File: config.mk
export PLATFORM = sky130hd
export DESIGN_NAME = dispctl_regport
export DESIGN_NICKNAME = d
export VERILOG_FILES = /design/src/rtl/dispctl_regport.sv
export SDC_FILE = /design/constraint.sdc
export NUM_CORES = 1
export LEC_CHECK = 0
export ABC_CLOCK_PERIOD_IN_PS = 4740
export BUFFER_PORTS_ARGS = -buffer_cell sky130_fd_sc_hd__buf_2
export CAP_MARGIN = 20
export CELL_PAD_IN_SITES_DETAIL_PLACEMENT = 0
export CELL_PAD_IN_SITES_GLOBAL_PLACEMENT = 1
export CORE_MARGIN = 8
export CORE_UTILIZATION = 48
export CTS_CLUSTER_DIAMETER = 120
export CTS_CLUSTER_SIZE = 25
export DETAILED_ROUTE_END_ITERATION = 8
export PLACE_DENSITY = 0.91
export RECOVER_POWER = 50
export SLEW_MARGIN = 0
export SYNTH_ARGS = -nofsm -noshare
export SYNTH_HDL_FRONTEND = slang
export SYNTH_SLANG_ARGS = --single-unit
File: constraint.sdc
create_clock -name clk -period 4.74 [get_ports clk]
set_input_delay 0.711 -clock clk [delete_from_list [all_inputs] [get_ports clk]]
set_output_delay 0.711 -clock clk [all_outputs]
set_load 0.02 [all_outputs]
File: src/rtl/dispctl_regport.sv
module dispctl_regport #(
  parameter int SEQ_N     = 8,
  parameter int CRT_N     = 32,
  parameter int GFX_N     = 16,
  parameter int ADDR_W    = 8,
  parameter int DEPTH_REG = 7
) (
  input  logic                 clk,
  input  logic                 rst_n,
  input  logic                 acc_en,
  input  logic                 acc_wr,
  input  logic [ADDR_W-1:0]    acc_addr,
  input  logic [7:0]           acc_wdata,
  output logic [7:0]           acc_rdata,
  output logic [SEQ_N*8-1:0]   seq_regs,
  output logic [CRT_N*8-1:0]   crt_regs,
  output logic [GFX_N*8-1:0]   gfx_regs,
  output logic [7:0]           pal_mask,
  output logic [7:0]           pix_fmt,
  output logic [1:0]           color_mode,
  output logic [5:0]           pix_bpp
);

  localparam logic [ADDR_W-1:0] A_SEQ_I = ADDR_W'(8'h04);
  localparam logic [ADDR_W-1:0] A_SEQ_D = ADDR_W'(8'h05);
  localparam logic [ADDR_W-1:0] A_MASK  = ADDR_W'(8'h06);
  localparam logic [ADDR_W-1:0] A_GFX_I = ADDR_W'(8'h0E);
  localparam logic [ADDR_W-1:0] A_GFX_D = ADDR_W'(8'h0F);
  localparam logic [ADDR_W-1:0] A_CRT_I = ADDR_W'(8'h14);
  localparam logic [ADDR_W-1:0] A_CRT_D = ADDR_W'(8'h15);
  localparam int SEQ_W = (SEQ_N > 1) ? $clog2(SEQ_N) : 1;
  localparam int CRT_W = (CRT_N > 1) ? $clog2(CRT_N) : 1;
  localparam int GFX_W = (GFX_N > 1) ? $clog2(GFX_N) : 1;
  localparam logic [8:0] SEQ_LIM = 9'(SEQ_N);
  localparam logic [8:0] CRT_LIM = 9'(CRT_N);
  localparam logic [8:0] GFX_LIM = 9'(GFX_N);
  localparam logic [2:0] ARMED = 3'd4;

  logic [7:0] seq_q [SEQ_N];
  logic [7:0] crt_q [CRT_N];
  logic [7:0] gfx_q [GFX_N];
  logic [7:0] seq_idx, crt_idx, gfx_idx;
  logic [7:0] mask_q, fmt_q;
  logic [2:0] rd_run;

  wire hit_mask = acc_en && acc_addr == A_MASK;
  wire seq_ok = {1'b0, seq_idx} < SEQ_LIM;
  wire crt_ok = {1'b0, crt_idx} < CRT_LIM;
  wire gfx_ok = {1'b0, gfx_idx} < GFX_LIM;
  wire wr_seq = acc_en && acc_wr && acc_addr == A_SEQ_D && seq_ok;
  wire wr_crt = acc_en && acc_wr && acc_addr == A_CRT_D && crt_ok;
  wire wr_gfx = acc_en && acc_wr && acc_addr == A_GFX_D && gfx_ok;

  always_ff @(posedge clk) begin
    if (!rst_n) begin
      seq_idx <= '0;
      crt_idx <= '0;
      gfx_idx <= '0;
    end else if (acc_en && acc_wr) begin
      if (acc_addr == A_SEQ_I) seq_idx <= acc_wdata;
      if (acc_addr == A_CRT_I) crt_idx <= acc_wdata;
      if (acc_addr == A_GFX_I) gfx_idx <= acc_wdata;
    end
  end

  always_ff @(posedge clk) begin
    if (!rst_n) begin
      for (int i = 0; i < SEQ_N; i++) seq_q[i] <= '0;
    end else if (wr_seq) begin
      seq_q[seq_idx[SEQ_W-1:0]] <= acc_wdata;
    end
  end

  always_ff @(posedge clk) begin
    if (!rst_n) begin
      for (int i = 0; i < CRT_N; i++) crt_q[i] <= '0;
    end else if (wr_crt) begin
      crt_q[crt_idx[CRT_W-1:0]] <= acc_wdata;
    end
  end

  always_ff @(posedge clk) begin
    if (!rst_n) begin
      for (int i = 0; i < GFX_N; i++) gfx_q[i] <= '0;
    end else if (wr_gfx) begin
      gfx_q[gfx_idx[GFX_W-1:0]] <= acc_wdata;
    end
  end

  always_ff @(posedge clk) begin
    if (!rst_n) begin
      mask_q <= '0;
      fmt_q  <= '0;
      rd_run <= '0;
    end else if (acc_en) begin
      if (!hit_mask) begin
        rd_run <= '0;
      end else if (!acc_wr) begin
        if (rd_run != ARMED) rd_run <= rd_run + 3'd1;
      end else begin
        if (rd_run == ARMED) fmt_q <= acc_wdata;
        else mask_q <= acc_wdata;
        rd_run <= '0;
      end
    end
  end

  always_comb begin
    acc_rdata = '0;
    if (acc_en) begin
      unique case (acc_addr)
        A_SEQ_I: acc_rdata = seq_idx;
        A_SEQ_D: acc_rdata = seq_ok ? seq_q[seq_idx[SEQ_W-1:0]] : '0;
        A_MASK:  acc_rdata = mask_q;
        A_GFX_I: acc_rdata = gfx_idx;
        A_GFX_D: acc_rdata = gfx_ok ? gfx_q[gfx_idx[GFX_W-1:0]] : '0;
        A_CRT_I: acc_rdata = crt_idx;
        A_CRT_D: acc_rdata = crt_ok ? crt_q[crt_idx[CRT_W-1:0]] : '0;
        default: acc_rdata = '0;
      endcase
    end
  end

  for (genvar g = 0; g < SEQ_N; g++) begin : g_seq_out
    assign seq_regs[g*8 +: 8] = seq_q[g];
  end
  for (genvar g = 0; g < CRT_N; g++) begin : g_crt_out
    assign crt_regs[g*8 +: 8] = crt_q[g];
  end
  for (genvar g = 0; g < GFX_N; g++) begin : g_gfx_out
    assign gfx_regs[g*8 +: 8] = gfx_q[g];
  end

  assign pal_mask = mask_q;
  assign pix_fmt  = fmt_q;

  always_comb begin
    unique case (fmt_q)
      8'h00:   color_mode = 2'd0;
      8'hC1:   color_mode = 2'd1;
      8'hC5:   color_mode = 2'd2;
      default: color_mode = 2'd3;
    endcase
  end

  always_comb begin
    unique case (seq_q[DEPTH_REG][4:0])
      5'h11:   pix_bpp = 6'd8;
      5'h17:   pix_bpp = 6'd16;
      5'h15:   pix_bpp = 6'd24;
      5'h19:   pix_bpp = 6'd32;
      default: pix_bpp = 6'd0;
    endcase
  end

endmodule

* Word level (Yosys, flattened, before mapping) *
Memories as Yosys holds them, arrays and structs flattened. A register that Yosys moved wholly into a read port is not among the register bits.
Index checks and enable logic that the tools add are counted.

storage, ports and cells
  memories = 3
  output and inout port bits = 480
  bits of input ports = 20
  memory bits (read-only) = 0
  bits in latches = 0
  logic and storage cells = 83
  register bits = 43
  bits in writable memories = 448

operators by class
  multiply operators = 0
  shift-type cells = 0
  bitwise gates (word level) = 1
  div/mod/pow operators = 0
  reduce and logical (&&, ||, !) cells = 18
  multiplexer cells = 35
  order comparisons = 3
  equal/unequal tests = 16
  add/sub/neg operators = 1

memories
  name   depth  width  rd ports  clocked after memory_dff  wr ports  line  text
  crt_q  32     8      33        1                         32        40    logic [7:0] crt_q [CRT_N];
  gfx_q  16     8      17        1                         16        41    logic [7:0] gfx_q [GFX_N];
  seq_q  8      8      9         1                         8         39    logic [7:0] seq_q [SEQ_N];

operators with widths
  cell                                                                     count
  8-bit 2-to-1 mux                                                         7
  8-bit one-hot mux with 7 select lines                                    1
  8-bit by 3-bit == test with 1-bit output, second input constant          3
  6-bit one-hot mux with 4 select lines                                    1
  8-bit OR reduction                                                       3
  5-bit == test, second input constant                                     4
  3-bit 2-to-1 mux                                                         6
  8-bit by 4-bit == test with 1-bit output, second input constant          2
  8-bit by 5-bit == test with 1-bit output, second input constant          2
  8-bit == test, second input constant                                     2
  5-bit 2-to-1 mux                                                         3
  1-bit 2-to-1 mux                                                         13
  4-bit 2-to-1 mux                                                         3
  1-bit logical AND                                                        8
  8-bit logical NOT                                                        1
  8-bit by 4-bit < comparator with 1-bit output, second input constant     1
  8-bit by 5-bit < comparator with 1-bit output, second input constant     1
  8-bit by 6-bit < comparator with 1-bit output, second input constant     1
  2-bit AND reduction                                                      4
  4-bit AND reduction                                                      2
  2-bit one-hot mux with 3 select lines                                    1
  3-bit by 1-bit adder with 3-bit output, second input constant            1
  3-bit == test, second input constant                                     1
  3-bit by 2-bit inequality test with 1-bit output, second input constant  1
  other kinds (2)                                                          2

* Depth between registers and ports, before layout *
Gate-level depths: netlist of run 1.

  word-level depth = 8
  gate-level depth with buffers = 8
  gate-level depth less buffers = 6

* Worst setup path after synthesis of run 1 *
Ideal clock, no wire load.

  path kind = input-to-output
  from = input acc_addr[3]
  to = output acc_rdata[6]
  data arrival time = 2.306 ns
  required time = 4.029 ns
  cell stages on the path = 7
  slack = 1.723 ns
  buffers on the path = 2
  cells stage by stage = buf_2 and4bb_2 nand2_1 or3_1 buf_2 or4_1 nand3_1

between the ends
  longest elaborated chain between the ends = 3
  elaborated cells on any way between the ends = 9
  those cells by class = eq/ne: 7; mux: 2

ends and longest elaborated chain
  element                                                           line  text
  start: declaration                                                12    input logic [ADDR_W-1:0] acc_addr,
  8-bit by 5-bit == test with 1-bit output (tied with other cells)  111   unique case (acc_addr)
  8-bit one-hot mux with 7 select lines *                           111
  8-bit 2-to-1 mux *                                                110   if (acc_en) begin
  end: declaration                                                  14    output logic [7:0] acc_rdata,

Mark *: on every way between the ends. The rest lies on a longest branch, timed or not.

==> metrics.cfg, run 1 <==
[logic_synthesis]
yosys_most_used_dff=edfxtp_1
yosys.area.top_type=edfxtp_1
netlist_instances=1643
ys_warn_count=0
syn_area_per_cell_um2=14.27
synthArstFlopShare=0
yosysSeqAreaShare=0.6206
syn-cell-area_um2=23450
synth.most_common_cell=and2_1
synth_top_area_frac=0.5737
synth_edf_count=448
yosys-top-cells-count=and2_1 (449), edfxtp_1 (448), mux4_2 (110)
yosys_register_bits=503
ys_top_cells_by_area=edfxtp_1 (57%), and2_1 (12%), mux4_2 (11%), dfxtp_1 (4.7%), mux2i_1 (3.0%)
synth_cell_types=65

[worst_setup_path]
crit_family=flip-flops
worstSetupStartpointType=flop
cp.required_ns=4.03
critPathBufInv=1
rrSetupSlack_ns=1.79
critPathMaxStageDelay_ns=0.95
endpoint_kind=output pin
worstSetupPathType=flop to output pin
path_cells=mux4_2, nor2b_1, a211oi_1, o311ai_1, buf_2
crit_path_top_delay_cell=dfxtp_2
critPathArrivalTime_ns=3.35
cp_max_fo=34

[timing]
maxSlewHeadroom=-0.05057
skew_ns=0.02957
period_share=0.8560
worst_pin_slew_ns=1.564
hold_violations=0
finalHoldWorstSlack_ns=0.4711
fmax_mhz=246.5
setup_violations=0
finalSetupTns_ns=0
setup_ws_ns=0.6825
fin_crit_ns=4.057
timing.final.max_slew_violations=9
rsz0062_at_grt=false

[die]
dieWidth_um=237.0
num_rows=81
start_util=0.4831
die_height_um=237.0
coreArea_um2=48550
ios=500
die-area_um2=56190

[detailed_routing]
drt-vias-per-instance=5.961
num_vias=16423
routed_wl_um=80940
final_antenna_net_count=0
drt_iter0_markers=1753
avgRoutedWirePerCell_um=29.38
drt_pass1_iterations=5
drc=0

[power_and_ir_drop]
pwr-share-clk=0.298
swShare=0.2461
p_comb_frac=0.077
power.density_nw_per_um2=302.4
vdd_drop_max_mv=0.2522
p_int_w=0.006099
p_leak_nw=9.161
power_frac_seq=0.625
power.switching_w=0.001991

[global_routing]
grt_antenna_before_repair=5
grt_pass1_wl_um=115800
grt_max_degree=90
gr-total-overflow=0
grt_pass1_vias=16277
track_usage=0.2775

[clock_network]
clockRootBuffer=clkbuf_16
cts_resized=0
cts_setup_buffers=0
clockBufferDepth=3
h-tree-depth=1
numCtsBuffers=24
cts_tree=done
clock-sinks=503
clk_latency_ns=0.58
clk_pin_slew_ns=0.10
hold_buffers=0

[cells_and_area]
n_fill_cell=4174
drive_gt1_frac=0.1151
multiInputGateArea_um2=8283
fin_nets=2134
area_delta_synth_final_pct=14.09
ff_latch_area_um2=14560

[hold_path]
hold_class=input pin to flop

[placement]
gp_congestion=0.9647
port_buffers=496
dp_hpwl_um=60580
dp_slack_ns=1.120

[run_status]
status=complete, but fails checks
violations=capacitance limit, slew limit

[run]
maxCapViolations=1

power groups by stage:
stage	Clock (W)	Combinational (W)	Sequential, W
floorplan	0	0.000186	0.00527
global placement	0	0.000652	0.00514
detailed placement	0	0.000659	0.00515
CTS	0.00242	0.000660	0.00505
global route	0.00256	0.000651	0.00506
finish	0.00241	0.000621	0.00505
final cells by class:
class | instances | share of cell area
antenna | 4 | 0.0003741
clock inverter | 1 | 0.001122
multi-input combinational | 1015 | 0.3096
sequential | 503 | 0.5444
tap | 622 | 0.02909
inverter | 8 | 0.001122
timing repair buffer | 560 | 0.08857
clock buffer | 42 | 0.02577
worst paths after layout:
| check | endpoint | start | cells after the start |
|---|---|---|---|
| setup / recovery | acc_rdata[5] | flop | 5 |
| hold / removal | rd_run[2] | acc_en | 2 |
| setup reg to reg | crt_q[30][0] | crt_idx[7] | 4 |
| hold reg to reg | rd_run[1] | rd_run[1] | 2 |
state kept, by name, indices dropped and copies added (netlist names), named ones only:
name      count
pix_fmt       8
pal_mask      8
crt_q       256
crt_idx       8
seq_idx       8
rd_run        3
seq_q        64
gfx_q       128
gfx_idx       8
cells by family after synthesis:
group,synth area share
multiplexers,0.1418
other,0.0001599
buffers and inverters,0.02428
flip-flops,0.6206
AO/OA/AOI/OAI,0.03441
adder cells (fa/ha/maj),0.001067
AND/OR/NAND/NOR,0.1777
worst register-to-register path: stages (launching register included):
cell and delay, ns:
dfxtp_1 0.35, nor4b_1 0.38, and4_1 0.37, nand3_1 0.49
o21ai_0 0.99
stage by stage:
step | area, µm² | std cells | util | total power [W]
5_1_grt | 26750 | 2754 | 0.5511 | 0.008278
3_5_place_dp | 26650 | 2702 | 0.5490 | 0.005805
3_3_place_gp | 26650 | 2702 | 0.5490 | 0.005797
4_1_cts | 27370 | 2745 | 0.5638 | 0.008128
6_report | 26750 | 2755 | 0.5511 | 0.008090
2_1_floorplan | 23460 | 1645 | - | 0.005458
metal layers:
| metal | vias to the layer above | global-route usage | part of all wire |
|---|---|---|---|
| met2 | 948 | 0.4687 | 0.49 |
| met4 | 2 | 0.09268 | 0.039 |
| met3 | 164 | 0.07417 | 0.11 |
| met5 | - | 0 | 0.00016 |
| li1 | 6967 | - | - |
| met1 | 8342 | 0.3436 | 0.37 |
cell usage in the layout, fill, tap and decap left out, types with 5 or more instances in the layout:
cell type | Yosys | layout
clkbuf_1 | 83 | 497
edfxtp_1 | 448 | 448
and2_1 | 449 | 385
mux4_2 | 110 | 110
nor2_1 | 70 | 76
mux2i_1 | 70 | 70
o21ai_0 | 64 | 64
and2_0 | 0 | 64
dfxtp_1 | 55 | 51
nor2b_1 | 50 | 50
buf_4 | 9 | 45
buf_2 | 17 | 30
nand2_1 | 26 | 26
clkbuf_16 | 0 | 25
nand2b_1 | 15 | 15
nor3_1 | 11 | 13
mux2_2 | 13 | 13
o22ai_1 | 13 | 13
nand3_1 | 8 | 12
o211ai_1 | 11 | 11
inv_1 | 8 | 8
a211oi_1 | 7 | 7
nor4_1 | 6 | 6
nand3b_1 | 6 | 6
o311ai_1 | 6 | 6
a2bb2oi_1 | 5 | 5
o2bb2ai_1 | 5 | 5
nor3_2 | 6 | 5
(Power assumes the default switching activity.)
==> inputs of run 2 (changes only) <==
==> constraint.sdc (replaced) <==
create_clock -name clk -period 4.74 [get_ports clk]
set_input_delay 0.948 -clock clk [delete_from_list [all_inputs] [get_ports clk]]
set_output_delay 0.948 -clock clk [all_outputs]
set_load 0.02 [all_outputs]
==> metrics.cfg, run 2 (synthesis results as in run 1) <==
[run_status]
status=complete, but fails checks
violations=capacitance limit, slew limit

[cells_and_area]
stdcell_area_um2=26790  ; +0.12%
fin_nets=2141  ; +0.33%
layout_commonest_cell=clkbuf_1
final_cells=2761  ; +0.22%
multiInputGateArea_um2=8283  ; unchanged
top_register=crt_q
largest_register_ffs=256  ; unchanged
ff_latch_area_um2=14560  ; unchanged
mostFrequentLayoutCells=clkbuf_1 (497), edfxtp_1 (448), and2_1 (377)
area_delta_synth_final_pct=14.22
n_fill_cell=4251  ; +1.8%
drive_gt1_frac=0.1193  ; +0.004249
reg_top3=crt_q x256, gfx_q x128, seq_q x64

[detailed_routing]
top_layer=met4
drt-vias-per-instance=5.958  ; about the same
drt_pass1_iterations=5  ; unchanged
routed_wl_um=81340  ; +0.49%
wl_met2_um=39880  ; +0.75%
num_vias=16451  ; +0.17%
final_antenna_net_count=0  ; unchanged
drt_iter0_markers=2185  ; +25%
wl_met3_um=8842  ; +3.7%
met1Wirelength_um=29660  ; +0.11%
avgRoutedWirePerCell_um=29.46  ; +0.27%
drc=0  ; unchanged

[clock_network]
clockBufferDepth=3  ; unchanged
clockRootBuffer=clkbuf_16
cts_setup_buffers=0  ; unchanged
cts_tree=done
cts_resized=0  ; unchanged
clk_latency_ns=0.58  ; about the same
hold_buffers=0  ; unchanged
h-tree-depth=1  ; unchanged
clk_pin_slew_ns=0.10  ; about the same
clock-sinks=503  ; unchanged
numCtsBuffers=24  ; unchanged

[power_and_ir_drop]
p_leak_nw=9.166  ; about the same
power_frac_seq=0.624  ; about the same
power.switching_w=0.001999  ; +0.41%
p_comb_frac=0.077  ; about the same
vdd_drop_max_mv=0.3059  ; +21%
p_int_w=0.006105  ; +0.10%
pwr-share-clk=0.299  ; about the same
swShare=0.2467  ; +0.0005674
power.density_nw_per_um2=302.5  ; about the same

[worst_setup_path]
path_cells=buf_12, mux4_2, o21ai_0, nor2_1, nor2_1, o311ai_1, buf_2
critPathBufInv=2  ; +1
cp_max_fo=34  ; unchanged
critPathArrivalTime_ns=3.40  ; +0.05 ns
crit_path_top_delay_cell=dfxtp_4
endpoint_kind=output pin
critPathMaxStageDelay_ns=0.76  ; -0.19 ns
critical_path.most_common_cell=nor2_1
cp.required_ns=3.79  ; -0.24 ns
worstSetupPathType=flop to output pin
crit_family=flip-flops
worstSetupStartpointType=flop

[placement]
gp_congestion=0.9300  ; -3.6%
port_buffers=496  ; unchanged
dp_hpwl_um=61440  ; +1.4%
dp.cells=2710  ; +0.30%
placed_area_um2=26710  ; +0.23%
dp_slack_ns=0.5320  ; -0.5884 ns

[timing]
skew_ns=0.02819  ; -0.001382 ns
finalSetupTns_ns=0  ; unchanged
finalHoldWorstSlack_ns=0.5008  ; +0.02976 ns
timing.final.max_slew_violations=9  ; unchanged
worst_pin_slew_ns=1.832  ; +0.2685 ns
hold_violations=0  ; unchanged
maxSlewHeadroom=-0.2309  ; -0.1803
fmax_mhz=230.0  ; -6.7%
rsz0062_at_grt=false
fin_crit_ns=4.348  ; +0.2901 ns
period_share=0.9172  ; +0.06120
setup_violations=0  ; unchanged
setup_ws_ns=0.3924  ; -0.2901 ns

[die]
die-area_um2=56190  ; unchanged
num_rows=81  ; unchanged
start_util=0.4831  ; unchanged
die_height_um=237.0  ; unchanged
ios=500  ; unchanged
coreArea_um2=48550  ; unchanged
dieWidth_um=237.0  ; unchanged

[global_routing]
track_usage=0.2797  ; +0.002219
grt_pass1_vias=16447  ; +1.0%
grt_antenna_before_repair=2  ; -3
grt_max_degree=60  ; -33%
gr-total-overflow=0  ; unchanged
grt_pass1_wl_um=117100  ; +1.1%

[hold_path]
hold_class=flop to flop

[run]
maxCapViolations=1  ; unchanged

-- run 2: metrics by stage --
| step | power (W) | util |
|---|---|---|
| floorplan | 0.005458 | - |
| global placement | 0.005801 | 0.5502 |
| detailed placement | 0.005811 | 0.5502 |
| CTS | 0.008145 | 0.5651 |
| global route | 0.008302 | 0.5518 |
| finish | 0.008104 | 0.5518 |
-- run 2: power groups by stage --
stage | logic [W] | registers (W) | clock network (W)
CTS | 0.000666 | 0.00505 | 0.00243
global placement | 0.000659 | 0.00514 | 0
global route | 0.000655 | 0.00506 | 0.00258
detailed placement | 0.000665 | 0.00515 | 0
floorplan | 0.000186 | 0.00527 | 0
finish | 0.000628 | 0.00505 | 0.00242
-- run 2: final timing paths --
path	to	slack, ns	depth (start not counted)	start
max	acc_rdata[4]	0.39	7	flop
min	rd_run[0]	0.50	2	rd_run[0]
max reg2reg	crt_q[11][3]	1.67	5	crt_idx[7]
min reg2reg	rd_run[0]	0.50	2	rd_run[0]
-- run 2: per-layer routing --
| layer | GRT usage | up-vias |
|---|---|---|
| met4 | 0.08294 | 0 |
| li1 | - | 6965 |
| met1 | 0.3512 | 8312 |
| met2 | 0.4772 | 1022 |
| met3 | 0.06766 | 152 |
| met5 | 0 | - |
-- run 2: layout make-up --
cell class / instances / area share
sequential: 503 / 0.5437
clock buffer: 43 / 0.02588
timing repair buffer: 567 / 0.08973
clock inverter: 1 / 0.001121
antenna: 2 / 0.0001868
tap: 622 / 0.02905
inverter: 8 / 0.001121
multi-input combinational: 1015 / 0.3092
-- run 2: worst min-delay path, delay by kind of cell, from the launching register on --
kind,cells,cell delay (ns)
compound gates,1,0.06
flops,1,0.34
simple gates,1,0.06
==> inputs of run 3 (changes only) <==
--- a/config.mk
+++ b/config.mk
@@ -17,6 +17,7 @@
 export DETAILED_ROUTE_END_ITERATION = 8
 export PLACE_DENSITY = 0.91
 export RECOVER_POWER = 50
+export REMOVE_ABC_BUFFERS = 1
 export SLEW_MARGIN = 0
 export SYNTH_ARGS = -nofsm -noshare
 export SYNTH_HDL_FRONTEND = slang
==> metrics.cfg, run 3 (synthesis results as in run 1) <==
[run_status]
status=complete, but fails checks
violations=capacitance limit, slew limit

[hold_path]
hold_path_depth=2  ; unchanged
hp-start=rd_run[1]
worstHoldEndpoint=rd_run[1]
hold_class=flop to flop

[cells_and_area]
ff_latch_area_um2=14560  ; unchanged
multiInputGateArea_um2=8288  ; about the same
reg_top3=crt_q x256, gfx_q x128, seq_q x64
mostFrequentLayoutCells=clkbuf_1 (501), edfxtp_1 (448), and2_1 (376)
drive_gt1_frac=0.1187  ; -0.0005791
layout_commonest_cell=clkbuf_1
n_fill_cell=4189  ; -1.5%
fin_nets=2143  ; +0.093%
largest_register_ffs=256  ; unchanged
area_delta_synth_final_pct=14.27  ; about the same
top_register=crt_q

[detailed_routing]
drt_iter0_markers=1793  ; -18%
routed_wl_um=76720  ; -5.7%
drt-vias-per-instance=5.860  ; -1.7%
drt_pass1_iterations=5  ; unchanged
final_antenna_net_count=0  ; unchanged
num_vias=16197  ; -1.5%
drc=0  ; unchanged
avgRoutedWirePerCell_um=27.76  ; -5.8%

[clock_network]
numCtsBuffers=24  ; unchanged
hold_buffers=0  ; unchanged
clockBufferDepth=3  ; unchanged
clk_pin_slew_ns=0.10  ; about the same
cts_setup_buffers=0  ; unchanged
clock-sinks=503  ; unchanged
cts_tree=done
h-tree-depth=1  ; unchanged
clockRootBuffer=clkbuf_16
cts_resized=0  ; unchanged
clk_latency_ns=0.57  ; about the same

[timing]
finalSetupTns_ns=0  ; unchanged
skew_ns=0.03383  ; +0.005638 ns
fin_crit_ns=4.572  ; +0.2248 ns
maxSlewHeadroom=-0.2033  ; +0.02757
fmax_mhz=218.7  ; -4.9%
worst_pin_slew_ns=1.791  ; -0.04103 ns
timing.final.max_slew_violations=9  ; unchanged
setup_violations=0  ; unchanged
rsz0062_at_grt=false
hold_violations=0  ; unchanged
period_share=0.9646  ; +0.04742
setup_ws_ns=0.1677  ; -0.2248 ns

[worst_setup_path]
rr_worst_depth=5  ; unchanged
endpoint_kind=output pin
cp.required_ns=3.79  ; about the same
rrSetupSlack_ns=1.84  ; +0.17 ns
worstSetupPathType=input pin to output pin
critPathArrivalTime_ns=3.62  ; +0.22 ns
critical_path.reg2reg.endpoint=seq_q[0][6]
r2r_start=seq_idx[4]
worstSetupStartpointType=input pin
cp_max_fo=14  ; -59%

[die]
ios=500  ; unchanged
die-area_um2=56190  ; unchanged
coreArea_um2=48550  ; unchanged
die_height_um=237.0  ; unchanged
dieWidth_um=237.0  ; unchanged
num_rows=81  ; unchanged
start_util=0.4831  ; unchanged

[power_and_ir_drop]
swShare=0.2420  ; -0.004729
p_leak_nw=9.166  ; about the same
p_comb_frac=0.077  ; about the same
power.switching_w=0.001948  ; -2.6%
power_frac_seq=0.626  ; +0.002
p_int_w=0.006103  ; about the same
vdd_drop_max_mv=0.2632  ; -14%
pwr-share-clk=0.297  ; -0.002
power.density_nw_per_um2=300.5  ; -0.69%

[global_routing]
grt_max_degree=72  ; +20%
grt_pass1_vias=16117  ; -2.0%
gr-total-overflow=0  ; unchanged
grt_pass1_wl_um=110400  ; -5.8%
track_usage=0.2613  ; -0.01833
grt_antenna_before_repair=2  ; unchanged

[run]
maxCapViolations=1  ; unchanged

[placement]
port_buffers=496  ; unchanged
gp_congestion=0.9432  ; +1.4%
dp_slack_ns=0.6181  ; +0.08613 ns
dp_hpwl_um=57540  ; -6.3%

-- run 3: critical path, cell delays in order --
cell,delay [ns]
clkbuf_1,0.71
nor4b_1,0.46
nand2_1,0.10
or3_1,0.45
o311ai_1,0.65
buf_2,0.29
-- run 3: final cells by class --
class,instances,area share
multi-input combinational,1015,0.3093
tap,622,0.02904
clock buffer,43,0.02587
timing repair buffer,569,0.08979
antenna,3,0.0002802
sequential,503,0.5435
inverter,8,0.001121
clock inverter,1,0.001121
-- run 3: worst max-delay path by stage --
stage	cells after the start	start	endpoint	slack, ns
2_1_floorplan	5	flop	acc_rdata[6]	0.15
3_3_place_gp	6	acc_addr[5]	acc_rdata[1]	0.68
3_5_place_dp	6	acc_addr[4]	acc_rdata[1]	0.62
4_1_cts	6	flop	acc_rdata[7]	0.31
5_1_grt	6	acc_addr[4]	acc_rdata[1]	0.14
6_report	6	acc_addr[4]	acc_rdata[1]	0.17
-- run 3: power groups by stage --
stage | clock, W | sequential, W | combinational [W]
floorplan | 0 | 0.00527 | 0.000136
global placement | 0 | 0.00513 | 0.000652
detailed placement | 0 | 0.00514 | 0.000660
CTS | 0.00242 | 0.00504 | 0.000662
global route | 0.00256 | 0.00505 | 0.000648
finish | 0.00239 | 0.00504 | 0.000619
-- run 3: per-layer routing --
layer / part of all wire / global-route usage / vias up
met5: 0 / 0 / -
met4: 0.035 / 0.07995 / 0
met3: 0.090 / 0.05847 / 132
met2: 0.49 / 0.4379 / 877
met1: 0.39 / 0.3371 / 8215
li1: - / - / 6973
-- run 3: per-stage QoR --
step	instance area [µm²]	util	cells	power [W]	hold slack, ns
floorplan	22920	-	1526	0.005409	0.4578
global placement	26730	0.5506	2714	0.005785	0.4679
detailed placement	26730	0.5506	2714	0.005797	0.4901
CTS	27450	0.5655	2758	0.008119	0.5081
global route	26790	0.5519	2763	0.008265	0.5393
finish	26800	0.5520	2764	0.008051	0.5135
